### src/rtl/rxr_pkg.sv
package rxr_pkg;
  localparam int PG_W      = 8;
  localparam int OFS_W     = 8;
  localparam int ADDR_W    = PG_W + OFS_W;
  localparam int LEN_W     = 16;
  localparam int HDR_BYTES = 4;
  localparam int MISS_BIT  = 4;

  typedef logic [PG_W-1:0] page_t;
  typedef enum logic [1:0] {FS_IDLE, FS_DATA, FS_DROP, FS_HDR} fstate_e;

  // next page inside [first, last_excl)
  function automatic page_t ring_step(page_t p, page_t first, page_t last_excl);
    page_t n;
    n = p + page_t'(1);
    return (n == last_excl) ? first : n;
  endfunction

  // header byte selected by index: status, next page, count low, count high
  function automatic logic [7:0] hdr_byte(logic [1:0] idx, logic [7:0] st,
                                          page_t nxt, logic [LEN_W-1:0] cnt);
    logic [7:0] b;
    case (idx)
      2'd0:    b = st;
      2'd1:    b = 8'(nxt);
      2'd2:    b = cnt[7:0];
      default: b = 8'(cnt >> 8);
    endcase
    return b;
  endfunction

  function automatic logic [7:0] stored_status(logic [7:0] s);
    return s & ~(8'(1) << MISS_BIT);
  endfunction

  function automatic logic [7:0] missed_status(logic [7:0] s);
    return s | (8'(1) << MISS_BIT);
  endfunction
endpackage

### src/rtl/rxr_ptr_regs.sv
module rxr_ptr_regs
  import rxr_pkg::*;
(
  input  logic  clk,
  input  logic  rst_n,
  input  logic  cur_wr_en,
  input  page_t cur_wr_data,
  input  logic  bnd_wr_en,
  input  page_t bnd_wr_data,
  input  logic  ovw_clr,
  input  logic  commit,
  input  page_t commit_pg,
  input  logic  ovr_evt,
  output page_t cur_pg,
  output page_t bnd_pg,
  output logic  ovw_flag,
  output logic  stop_flag
);
  logic bnd_moved;
  assign bnd_moved = bnd_wr_en && (bnd_wr_data != bnd_pg);

  always_ff @(posedge clk) begin
    if (!rst_n) begin
      cur_pg    <= '0;
      bnd_pg    <= '0;
      ovw_flag  <= 1'b0;
      stop_flag <= 1'b0;
    end else begin
      if (commit)         cur_pg <= commit_pg;
      else if (cur_wr_en) cur_pg <= cur_wr_data;
      if (bnd_wr_en) bnd_pg <= bnd_wr_data;
      if (ovr_evt) begin
        ovw_flag  <= 1'b1;
        stop_flag <= 1'b1;
      end else begin
        if (ovw_clr)   ovw_flag  <= 1'b0;
        if (bnd_moved) stop_flag <= 1'b0;
      end
    end
  end
endmodule

### src/rtl/rxr_tally.sv
module rxr_tally #(
  parameter int TALLY_W = 8
) (
  input  logic               clk,
  input  logic               rst_n,
  input  logic               miss_evt,
  input  logic               clr,
  output logic [TALLY_W-1:0] count,
  output logic               msb_seen
);
  localparam logic [TALLY_W-1:0] ONE = TALLY_W'(1);
  logic [TALLY_W-1:0] cnt_inc;
  logic               at_max;

  assign cnt_inc = count + ONE;
  assign at_max  = &count;

  always_ff @(posedge clk) begin
    if (!rst_n || clr) begin
      count    <= '0;
      msb_seen <= 1'b0;
    end else if (miss_evt && !at_max) begin
      count    <= cnt_inc;
      msb_seen <= msb_seen | cnt_inc[TALLY_W-1];
    end
  end
endmodule

### src/rtl/rxr_frame_wr.sv
module rxr_frame_wr
  import rxr_pkg::*;
(
  input  logic              clk,
  input  logic              rst_n,
  input  page_t             start_pg,
  input  page_t             stop_pg,
  input  page_t             cur_pg,
  input  page_t             bnd_pg,
  input  logic              stopped,
  input  logic              rx_sof,
  input  logic              rx_valid,
  input  logic [7:0]        rx_data,
  input  logic              rx_eof,
  input  logic [7:0]        rx_status,
  output logic              mem_we,
  output logic [ADDR_W-1:0] mem_addr,
  output logic [7:0]        mem_wdata,
  output logic              ovr_evt,
  output logic              miss_evt,
  output logic              hdr_start,
  output logic              commit,
  output page_t             commit_pg,
  output logic [7:0]        frm_status,
  output logic              frm_status_vld
);
  localparam logic [OFS_W-1:0] PAY_OFS = OFS_W'(HDR_BYTES);
  localparam logic [LEN_W-1:0] HDR_LEN = LEN_W'(HDR_BYTES);

  fstate_e            state_q;
  page_t              pg_q, first_q, nxt_q;
  logic [OFS_W-1:0]   off_q;
  logic [LEN_W-1:0]   len_q;
  logic [1:0]         hidx_q;
  logic [7:0]         hsta_q;
  page_t              eof_next;
  logic               accept;

  // page where the following frame would begin if the frame ended now
  assign eof_next = (off_q == '0) ? pg_q : ring_step(pg_q, start_pg, stop_pg);

  always_comb begin
    ovr_evt   = 1'b0;
    miss_evt  = 1'b0;
    hdr_start = 1'b0;
    accept    = 1'b0;
    case (state_q)
      FS_IDLE: if (rx_sof && !stopped && (cur_pg == bnd_pg)) ovr_evt = 1'b1;
      FS_DATA: begin
        if (rx_eof) begin
          if (eof_next == bnd_pg) begin
            ovr_evt  = 1'b1;
            miss_evt = 1'b1;
          end else begin
            hdr_start = 1'b1;
          end
        end else if (rx_valid) begin
          if ((off_q == '0) && (pg_q == bnd_pg)) ovr_evt = 1'b1;
          else                                   accept  = 1'b1;
        end
      end
      FS_DROP: if (rx_eof) miss_evt = 1'b1;
      default: ;
    endcase
  end

  assign commit    = (state_q == FS_HDR) && (hidx_q == 2'd3);
  assign commit_pg = nxt_q;

  always_ff @(posedge clk) begin
    if (!rst_n) begin
      state_q        <= FS_IDLE;
      pg_q           <= '0;
      first_q        <= '0;
      nxt_q          <= '0;
      off_q          <= '0;
      len_q          <= '0;
      hidx_q         <= '0;
      hsta_q         <= '0;
      mem_we         <= 1'b0;
      mem_addr       <= '0;
      mem_wdata      <= '0;
      frm_status     <= '0;
      frm_status_vld <= 1'b0;
    end else begin
      mem_we         <= 1'b0;
      frm_status_vld <= 1'b0;
      case (state_q)
        FS_IDLE: begin
          if (rx_sof) begin
            if (stopped || ovr_evt) begin
              state_q <= FS_DROP;
            end else begin
              state_q <= FS_DATA;
              pg_q    <= cur_pg;
              first_q <= cur_pg;
              off_q   <= PAY_OFS;
              len_q   <= '0;
            end
          end
        end
        FS_DATA: begin
          if (rx_eof) begin
            if (miss_evt) begin
              state_q        <= FS_IDLE;
              frm_status     <= missed_status(rx_status);
              frm_status_vld <= 1'b1;
            end else begin
              state_q <= FS_HDR;
              hsta_q  <= stored_status(rx_status);
              nxt_q   <= eof_next;
              hidx_q  <= '0;
            end
          end else if (ovr_evt) begin
            state_q <= FS_DROP;
          end else if (accept) begin
            mem_we    <= 1'b1;
            mem_addr  <= {pg_q, off_q};
            mem_wdata <= rx_data;
            off_q     <= off_q + OFS_W'(1);
            len_q     <= len_q + LEN_W'(1);
            if (&off_q) pg_q <= ring_step(pg_q, start_pg, stop_pg);
          end
        end
        FS_DROP: begin
          if (rx_eof) begin
            state_q        <= FS_IDLE;
            frm_status     <= missed_status(rx_status);
            frm_status_vld <= 1'b1;
          end
        end
        default: begin
          mem_we    <= 1'b1;
          mem_addr  <= {first_q, OFS_W'(hidx_q)};
          mem_wdata <= hdr_byte(hidx_q, hsta_q, nxt_q, len_q + HDR_LEN);
          hidx_q    <= hidx_q + 2'd1;
          if (hidx_q == 2'd3) begin
            state_q        <= FS_IDLE;
            frm_status     <= hsta_q;
            frm_status_vld <= 1'b1;
          end
        end
      endcase
    end
  end
endmodule

### src/rtl/rxr_ring_mgr.sv
module rxr_ring_mgr
  import rxr_pkg::*;
#(
  parameter int TALLY_W = 8
) (
  input  logic               clk,
  input  logic               rst_n,
  input  logic [7:0]         cfg_start_page,
  input  logic [7:0]         cfg_stop_page,
  input  logic               cur_wr_en,
  input  logic [7:0]         cur_wr_data,
  input  logic               bnd_wr_en,
  input  logic [7:0]         bnd_wr_data,
  input  logic               ovw_clr,
  input  logic               tally_clr,
  input  logic               rx_sof,
  input  logic               rx_valid,
  input  logic [7:0]         rx_data,
  input  logic               rx_eof,
  input  logic [7:0]         rx_status,
  output logic               mem_we,
  output logic [15:0]        mem_addr,
  output logic [7:0]         mem_wdata,
  output logic [7:0]         cur_page,
  output logic [7:0]         bnd_page,
  output logic               ovw_flag,
  output logic               rst_flag,
  output logic [TALLY_W-1:0] miss_count,
  output logic               cnt_ovf,
  output logic [7:0]         frm_status,
  output logic               frm_status_vld
);
  // internal events, named for the checker
  logic  ovr_evt, miss_evt, hdr_start, commit;
  page_t commit_pg;

  rxr_ptr_regs u_ptr (
    .clk(clk), .rst_n(rst_n),
    .cur_wr_en(cur_wr_en), .cur_wr_data(cur_wr_data),
    .bnd_wr_en(bnd_wr_en), .bnd_wr_data(bnd_wr_data),
    .ovw_clr(ovw_clr), .commit(commit), .commit_pg(commit_pg),
    .ovr_evt(ovr_evt),
    .cur_pg(cur_page), .bnd_pg(bnd_page),
    .ovw_flag(ovw_flag), .stop_flag(rst_flag)
  );

  rxr_frame_wr u_wr (
    .clk(clk), .rst_n(rst_n),
    .start_pg(cfg_start_page), .stop_pg(cfg_stop_page),
    .cur_pg(cur_page), .bnd_pg(bnd_page), .stopped(rst_flag),
    .rx_sof(rx_sof), .rx_valid(rx_valid), .rx_data(rx_data),
    .rx_eof(rx_eof), .rx_status(rx_status),
    .mem_we(mem_we), .mem_addr(mem_addr), .mem_wdata(mem_wdata),
    .ovr_evt(ovr_evt), .miss_evt(miss_evt), .hdr_start(hdr_start),
    .commit(commit), .commit_pg(commit_pg),
    .frm_status(frm_status), .frm_status_vld(frm_status_vld)
  );

  rxr_tally #(.TALLY_W(TALLY_W)) u_tally (
    .clk(clk), .rst_n(rst_n),
    .miss_evt(miss_evt), .clr(tally_clr),
    .count(miss_count), .msb_seen(cnt_ovf)
  );
endmodule

### config.mk
export PLATFORM = sky130hd
export DESIGN_NAME = rxr_ring_mgr
export DESIGN_NICKNAME = d
export VERILOG_FILES = /design/src/rtl/rxr_pkg.sv /design/src/rtl/rxr_ptr_regs.sv /design/src/rtl/rxr_tally.sv /design/src/rtl/rxr_frame_wr.sv /design/src/rtl/rxr_ring_mgr.sv
export SDC_FILE = /design/constraint.sdc
export NUM_CORES = 1
export LEC_CHECK = 0
export BUFFER_PORTS_ARGS = -buffer_cell sky130_fd_sc_hd__buf_2
export CORE_MARGIN = 2
export CORE_UTILIZATION = 30
export CTS_CLUSTER_DIAMETER = 60
export CTS_CLUSTER_SIZE = 30
export DETAILED_ROUTE_END_ITERATION = 8
export PLACE_DENSITY = 0.47
export SYNTH_ARGS = -nofsm -noshare
export SYNTH_HDL_FRONTEND = slang
export SYNTH_SLANG_ARGS = --single-unit
### constraint.sdc
create_clock -name clk -period 4.2 [get_ports clk]
set_clock_uncertainty 0.1 [all_clocks]
set_input_delay 0.21 -clock clk [delete_from_list [all_inputs] [get_ports clk]]
set_output_delay 0.21 -clock clk [all_outputs]
set_load 0.1 [all_outputs]
After elaboration in Yosys (flattened, before gate mapping):

Index checks and enable logic that the tools add are counted.

* flip-flop bits (word level): 120
* input port bits: 57
* output and inout port bits: 61
* logic and storage cells: 156

* add/subtract/negate cells: 6
* equality and inequality tests: 22
* multiplexer cells: 73
* bitwise operators: 5
* reductions and logical operators: 31

Operator list (number)
* $mux 8: 22
* $mux 16: 8
* $pmux 16 s2: 2
* $pmux 8 s2: 3
* $pmux 8 s3: 2
* $eq 8x8->1: 4
* $add 8x1->8 const B: 3
* $mux 1: 21
* $mux 2: 9
* $add 16x1->16 const B: 1
* $add 16x3->16 const B: 1
* $reduce_and 8->1: 2
* $ne 2x2->1 const B: 7
* $reduce_and 3->1: 3
* $eq 2x2->1 const B: 4
* $logic_not 8->1: 1
* $ne 8x8->1: 1
* $reduce_and 4->1: 2
* $reduce_bool 2->1: 4
* $reduce_and 7->1: 1
* $logic_and 1x1->1: 6
* $ne 2x1->1 const B: 3
* $pmux 1 s2: 3
* $pmux 2 s3: 1
* other kinds (15): 23

Longest topological paths before layout:

Gate-level depths: netlist of the first run.

* word-level depth: 12
* mapped depth: 15
* mapped depth without buffers: 11

Modules after synthesis:

From an unflattened synthesis of the first run, not the netlist that was laid out.

* cells, all modules: 928
* area total of the unflattened synthesis: 7492.2 um^2

By module, submodules not included
* rxr_frame_wr: instances 1, cells an instance 793, area each 6226.0 um^2, sequential area each 1861.8 um^2
* rxr_ptr_regs: instances 1, cells an instance 86, area each 827.0 um^2, sequential area each 360.3 um^2
* rxr_tally: instances 1, cells an instance 49, area each 439.2 um^2, sequential area each 180.2 um^2

Least setup slack after synthesis of the first run:

Ideal clock, no wire load.

* kind: register -> register
* start point: register u_ptr.bnd_pg[2]
* end point: register u_wr.frm_status[3]
* arrival time: 3.350 ns
* required time: 4.032 ns
* setup slack: 0.682 ns
* stages on the path, launching flop included: 13
* cell sequence: dfxtp_1 -> clkbuf_1 -> xnor2_1 -> o21ai_0 -> a311oi_1 -> o21ai_0 -> o311a_1 -> a2111o_1 -> or3b_1 -> buf_2 -> buf_6 -> a21o_1 -> a21oi_2

* word-level cells in the longest chain between the ends: 6

RTL lines
* start: declaration: RTL line rxr_ptr_regs.sv:15 `output page_t bnd_pg,`
* start signal: assignment: RTL line rxr_ptr_regs.sv:31 `if (bnd_wr_en) bnd_pg <= bnd_wr_data;`
* $eq 8x8->1: RTL line rxr_frame_wr.sv:51 `if (eof_next == bnd_pg) begin`
* $mux 1: RTL line rxr_frame_wr.sv:51
* $mux 1: RTL line rxr_frame_wr.sv:50 `if (rx_eof) begin`
* $pmux 1 s2: RTL line rxr_frame_wr.sv:47 `case (state_q)`
* $ne 2x1->1 (no line)
* $reduce_and 5->1 (no line)
* end signal: assignment: RTL line rxr_frame_wr.sv:106 `frm_status <= missed_status(rx_status);`
* end signal: assignment: RTL line rxr_frame_wr.sv:128 `frm_status <= missed_status(rx_status);`
* end signal: assignment: RTL line rxr_frame_wr.sv:139 `frm_status <= hsta_q;`
* end: declaration: RTL line rxr_frame_wr.sv:24 `output logic [7:0] frm_status,`

No other way between the ends.
A chain may end at the register's enable or synchronous reset.

Final worst setup path of the first run:

* start point: register u_wr.pg_q[0]
* end point: register u_wr.frm_status[0]

* word-level cells in the longest chain between the ends: 10

RTL lines
* start: declaration: RTL line rxr_frame_wr.sv:31 `page_t pg_q, first_q, nxt_q;`
* start signal: assignment: RTL line rxr_frame_wr.sv:95 `pg_q <= cur_pg;`
* start signal: assignment: RTL line rxr_frame_wr.sv:122 `if (&off_q) pg_q <= ring_step(pg_q, start_pg, stop_pg);`
* $add 8x1->8: RTL line rxr_pkg.sv:15 `n = p + page_t'(1);`
* $eq 8x8->1: RTL line rxr_pkg.sv:16 `return (n == last_excl) ? first : n;`
* $mux 8: RTL line rxr_pkg.sv:16
* $mux 8 (*): RTL line rxr_frame_wr.sv:40 `assign eof_next = (off_q == '0) ? pg_q : ring_step(pg_q, start_pg, stop_pg);`
* $eq 8x8->1 (*): RTL line rxr_frame_wr.sv:51
* $mux 1 (*): RTL line rxr_frame_wr.sv:51
* $mux 1 (*): RTL line rxr_frame_wr.sv:50
* $pmux 1 s2 (*): RTL line rxr_frame_wr.sv:47
* $ne 2x1->1 (no line) (*)
* $reduce_and 5->1 (no line) (*)

Mark *: on every way between the ends. The rest lies on a longest branch, timed or not.

==> results of run 1 <==
## timing repair
item                                    4_1_cts  5_1_grt
buffers inserted                              0        0
hold endpoints to repair                     21        0
endpoints found under the setup margin        0        0
hold buffers                                 21        0
## worst register-to-register path, stage by stage, from the launching register on
cell	delay, ns
dfxtp_1	0.33
ha_1	0.27
and3_1	0.34
xnor3_1	0.29
o2111a_1	0.22
and3_4	0.25
o311a_1	0.35
a2111o_1	0.42
or3b_1	0.64
a21o_1	0.26
a21oi_1	0.13
## per-stage QoR
| step | instance area [um2] | hold WS (ns) | utilization [%] | std cells | worst slack [ns] |
|---|---|---|---|---|---|
| after floorplan | 7010 | 0.254 | - | 847 | 0.682 |
| after global placement | 7900 | 0.342 | 34.7 | 1231 | 0.558 |
| after detailed placement | 7900 | 0.346 | 34.7 | 1231 | 0.538 |
| after CTS | 8690 | 0.00820 | 38.1 | 1284 | 0.509 |
| after global routing | 8690 | 0.0510 | 38.1 | 1284 | 0.223 |
| final | 8690 | 0.0136 | 38.1 | 1285 | 0.521 |
## flip-flops by register name (all words and copies together), names as in the netlist
name / cells
u_ptr.ovw_flag: 1
u_wr.pg_q: 8
u_wr.hidx_q: 2
u_wr.off_q: 8
u_wr.mem_wdata: 8
u_wr.commit_pg: 8
u_wr.len_q: 16
u_ptr.cur_pg: 8
u_wr.hsta_q: 7
u_wr.frm_status: 8
u_wr.state_q: 2
u_wr.mem_addr: 16
u_tally.count: 8
u_wr.mem_we: 1
u_wr.frm_status_vld: 1
u_wr.first_q: 8
u_tally.msb_seen: 1
u_ptr.stop_flag: 1
u_ptr.bnd_pg: 8
## kinds of logic after synthesis
kind of cell / share of synthesized area [%]
flops: 34.3
simple gates: 20.2
buf+inv: 5.30
fa+ha+maj: 2.68
compound gates: 19.0
mux: 9.23
xor+xnor: 9.22
## cell usage in the layout, fill, tap and decap left out, types with 4 or more instances in the layout
cell,n
nor2b_1,11
and3_1,9
or3_1,10
a221oi_1,4
ha_1,14
a21oi_1,34
o21ai_0,40
nor2_1,111
nor3_1,14
and2_1,5
nand2_1,67
a22oi_1,8
nand4_1,12
mux2_2,5
dfxtp_1,120
xor2_1,28
a21o_1,8
nor4_1,4
xnor2_1,38
dlygate4sd3_1,21
nand3_1,27
o31ai_1,4
inv_1,24
nand2b_1,4
buf_2,116
buf_4,19
a211oi_1,42
clkbuf_16,17
or4_1,5
mux2i_1,59
## layer usage
| layer | GRT usage, % | up-vias | wire (um) |
|---|---|---|---|
| li1 | - | 3247 | - |
| met1 | 26.7 | 2995 | 11700 |
| met2 | 26.7 | 146 | 9210 |
| met3 | 4.15 | 11 | 1000 |
| met4 | 4.67 | 0 | 238 |
| met5 | 0 | - | 0 |
## Yosys cell counts (all sizes together), types with 8 or more instances
master  count
ha         15
inv        24
a21o        8
nand3      28
nand4      12
dfxtp     120
or3        10
nor2b      11
a21oi      37
buf        17
xnor2      38
clkbuf     48
nor2      111
and3       10
o21ai      41
a211oi     42
mux2i      59
nand2      68
a22oi       8
xor2       28
nor3       16
## path summary, 6_finish.rpt
path	endpoint	slack (ns)	cells after the start
min reg2reg	u_wr.first_q[5]	0.36	2
max	u_wr.frm_status[0]	0.52	10
min	u_wr.mem_wdata[7]	0.01	3
max reg2reg	u_wr.frm_status[0]	0.52	10
## final cells by class
class / count / area, um2
Fill cell: 2411 / 14100
Multi-Input combinational cell: 637 / 4270
Sequential cell: 120 / 2400
Timing Repair Buffer: 157 / 953
Clock buffer: 18 / 429
Tap cell: 313 / 392
Clock inverter: 14 / 150
Inverter: 25 / 93.8
Antenna cell: 1 / 2.50
## power breakdown
group	switching (uW)	leakage (uW)	internal, uW
Clock	586	0.000277	877
Sequential	155	0.000976	1290
Combinational	1580	0.00223	685
Total	2320	0.00348	2850
==> out/metrics.yaml, run 1 <==
sta:
  drv_slew: 0
  rsz0062_at_grt: "no"
  setup_viol: 0
  maxSlewHeadroom_pct: 27.8
  worst_pin_slew_ns: 1.08
  max_freq_mhz: 272
  period_needed_ns: 3.68
  tns_ns: 0
  fin_crit_sh_pct: 87.6
  hold_viol: 0
worst_setup_path:
  path_buf_inv: 0
  cp-end-kind: "flip-flop"
  critical_path.top_delay_family: "compound AO/OA/AOI/OAI gates"
  crit_type: "reg -> reg"
  crit_fanout: 14
  r2r_start: "u_wr.pg_q[0]"
  slowest_stage: "or3b_1"
  cpPeakStageDelay_ns: 0.64
  crit_arrival_ns: 3.92
  worst_ep_required_time_ns: 4.44
  cp-startpoint: "u_wr.pg_q[0]"
  start_kind: "flip-flop"
  cp_cell_sequence: "ha_1 -> and3_1 -> xnor3_1 -> o2111a_1 -> and3_4 -> o311a_1 -> a2111o_1 -> or3b_1 -> a21o_1 -> a21oi_1"
cells_and_area:
  nets: 1030
  drive_above_1_share_pct: 19.4
  syn2layout_area_growth_pct: 24.0
placed_design:
  dpl.hpwl_um: 16100
  numPortBuffers: 116
  gp_congestion: 0.847
logic_synthesis:
  syn_area_um2: 7010
  synth_ff_type: "dfxtp_1"
  async_flop_share_pct: 0
  synthesis.nets: 919
  synth_top_area_share_pct: 34.3
  synthCells: 847
  ys_types: 73
  yosys_warnings: 0
  postSynthRegisterBits: 120
  synth_edf_count: 0
  yosys.area.top_type: "dfxtp_1"
  synth_area_leaders: "dfxtp_1 34%, mux2i_1 8.4%, nor2_1 5.9%"
  syn-mean-instance-area_um2: 8.27
  synth-seq-area-share_pct: 34.3
job:
  cap_violations: 0
floorplan:
  die_y_um: 157
  std_cell_rows: 55
  die_x_um: 157
  fp.coreArea_um2: 22800
  ios: 118
  initial_core_util_pct: 30.8
  fp.dieArea_um2: 24600
routing:
  firstDrtPassIters: 5
  drtAntennaViolNets: 0
  routedWlPerCell_um: 17.2
  initialDrtViolationCount: 460
  drc: 0
  viasPerCell: 4.98
  vias: 6399
  wirelength_um: 22100
worst_hold_path:
  hp-class: "in -> reg"
  hold_start: "rx_data[7]"
grt:
  gr-total-overflow: 0
  antenna_found_initial: 1
  grt_pass1_vias: 6081
  grt_pass1_wl_um: 34600
  track_usage_pct: 18.2
  grt_max_degree: 55
pwr:
  p_leak_uw: 0.00348
  ir_drop_uv: 260
  power_density_nw_per_um2: 594
  p_total_uw: 5160
clocking:
  cts_tree: "done"
  cts_resized: 0
  cts_made_buffers: 17
  cts_num_sinks: 120
  insertion_delay_ns: 0.42
  clk_pin_slew_ns: 0.06
  clockRootBuffer: "clkbuf_16"
  clock_path_buffers: 2
  ctsHtreeMaxLevel: 4
run_status:
  status: "finished, final reports clean"
Power figures use the tool's default switching activity.
==> inputs of run 2 (changes only) <==
CORE_UTILIZATION = 33   (was 30)
PLACE_DENSITY = not set   (was 0.47)
SYNTH_HIERARCHICAL = 1   (was not set)
==> out/metrics.yaml, run 2 <==
floorplan:
  die_x_um: 155
  fp.coreArea_um2: 22400
  ios: 118
  die_y_um: 155
  std_cell_rows: 55
  fp.dieArea_um2: 23900
  initial_core_util_pct: 33.4
clocking:
  insertion_delay_ns: 0.42
  clk_pin_slew_ns: 0.06
  clockRootBuffer: "clkbuf_16"
  cts_num_sinks: 120
  cts_tree: "done"
  clock_path_buffers: 2
  cts_made_buffers: 17
  cts_setup_buffers: 0
  ctsHtreeMaxLevel: 4
worst_setup_path:
  cp-end-kind: "flip-flop"
  crit_fanout: 5
  start_kind: "flip-flop"
  worst_ep_required_time_ns: 4.45
  path_buf_inv: 2
  cp_cell_sequence: "ha_2 -> xnor2_1 -> o211ai_1 -> nand3b_1 -> or4_4 -> or2_0 -> a31oi_1 -> a41o_2 -> and2_1 -> nand3_1 -> a21oi_2 -> buf_4 -> inv_1 -> or4_1 -> a21oi_1"
  slowest_stage: "or4_4"
  cpPeakStageDelay_ns: 0.56
  crit_type: "reg -> reg"
  critical_path.top_delay_family: "simple AND/OR/NAND/NOR gates"
  crit_arrival_ns: 4.25
sta:
  max_freq_mhz: 250
  hold_viol: 0
  setup_viol: 0
  period_needed_ns: 4.00
  holdWs_ns: 0.0110
  rsz0062_at_grt: "no"
  drv_slew: 0
  tns_ns: 0
  fin_crit_sh_pct: 95.2
  setup_ws_ns: 0.200
  worst_pin_slew_ns: 1.03
  maxSlewHeadroom_pct: 31.6
logic_synthesis:
  synthCells: 927
  syn_area_um2: 7490
  syn-mean-instance-area_um2: 8.08
  yosys_warnings: 6
  synthesis.nets: 999
cells_and_area:
  fillCellCount: 2278
  ff_latch_area_um2: 2400
  drive_above_1_share_pct: 21.0
  multiInputGateArea_um2: 4680
  layoutNonFillerInstCount: 1349
  layout_commonest_cell: "dfxtp_1"
  fin_area_um2: 9220
  nets: 1121
  layout_common_cells: "120 x dfxtp_1, 116 x buf_2, 101 x nand2_1"
  syn2layout_area_growth_pct: 23.1
  reg_top3: "u_wr/len_q x16, u_wr/mem_addr x16"
routing:
  viasPerCell: 5.38
  routedWlPerCell_um: 17.4
  firstDrtPassIters: 6
  wirelength_um: 23500
  drtAntennaViolNets: 0
  vias: 7259
  initialDrtViolationCount: 693
  drc: 0
grt:
  gr-total-overflow: 0
  antenna_found_initial: 2
  track_usage_pct: 19.6
  grt_pass1_vias: 6771
  grt_max_degree: 54
  grt_pass1_wl_um: 36800
run_status:
  status: "finished, final reports clean"
pwr:
  power_density_nw_per_um2: 601
  p_leak_uw: 0.00388
  ir_drop_uv: 438
worst_hold_path:
  hp-class: "in -> reg"
placed_design:
  dpl.hpwl_um: 16900
  dp_slack_ns: 0.105
  gp_congestion: 0.950
  dp_cells: 1292
  place_area_um2: 8360
  numPortBuffers: 116
job:
  cap_violations: 0
[run 2: final timing paths]
check / slack [ns] / cells past startpoint / end / start
setup reg to reg: 0.20 / 15 / u_tally/count[6] / u_wr/pg_q[1]
setup / recovery: 0.20 / 15 / u_tally/count[6] / u_wr/pg_q[1]
hold reg to reg: 0.35 / 2 / u_wr/mem_addr[6] / u_wr/mem_addr[6]
hold / removal: 0.01 / 3 / u_ptr/bnd_pg[2] / bnd_wr_data[2]
[run 2: final cells by class]
cell class,count,area share [%]
clock inverter,14,1.89
sequential,120,26.1
tap,285,3.87
antenna,2,0.0543
multi-input combinational,707,50.8
timing repair buffer,168,11.2
inverter,35,1.43
clock buffer,18,4.76
[run 2: metal layers]
layer	global-route usage, %	wire, um	vias to the layer above
met5	0	0	-
met1	26.2	11000	3413
met3	3.25	1280	43
met2	31.6	10600	233
met4	7.94	642	0
li1	-	-	3570
[run 2: report_power, final]
part / internal [uW] / leakage [uW] / switching, uW
Combinational: 764 / 0.00260 / 1790
Clock: 953 / 0.000301 / 579
Sequential: 1300 / 0.000976 / 152
[run 2: what timing repair did]
action	CTS	global route
hold buffers	23	0
endpoints found under the setup margin	0	4
endpoints found under the hold margin	25	0
resized for setup	0	3
[run 2: worst register-to-register path: stages, from the launching register on]
cell and delay (ns):
dfxtp_1 0.35, ha_2 0.32, xnor2_1 0.18, o211ai_1 0.12, nand3b_1 0.18, or4_4 0.56, or2_0 0.26, a31oi_1 0.18
a41o_2 0.28, and2_1 0.18, nand3_1 0.15, a21oi_2 0.21, buf_4 0.16, inv_1 0.05, or4_1 0.50, a21oi_1 0.15
[run 2: stage by stage]
stage	total power (uW)	utilization, %
2_1_floorplan	3410	-
3_3_place_gp	3980	37.3
3_5_place_dp	3980	37.3
4_1_cts	5550	41.0
5_1_grt	5820	41.1
6_report	5540	41.1
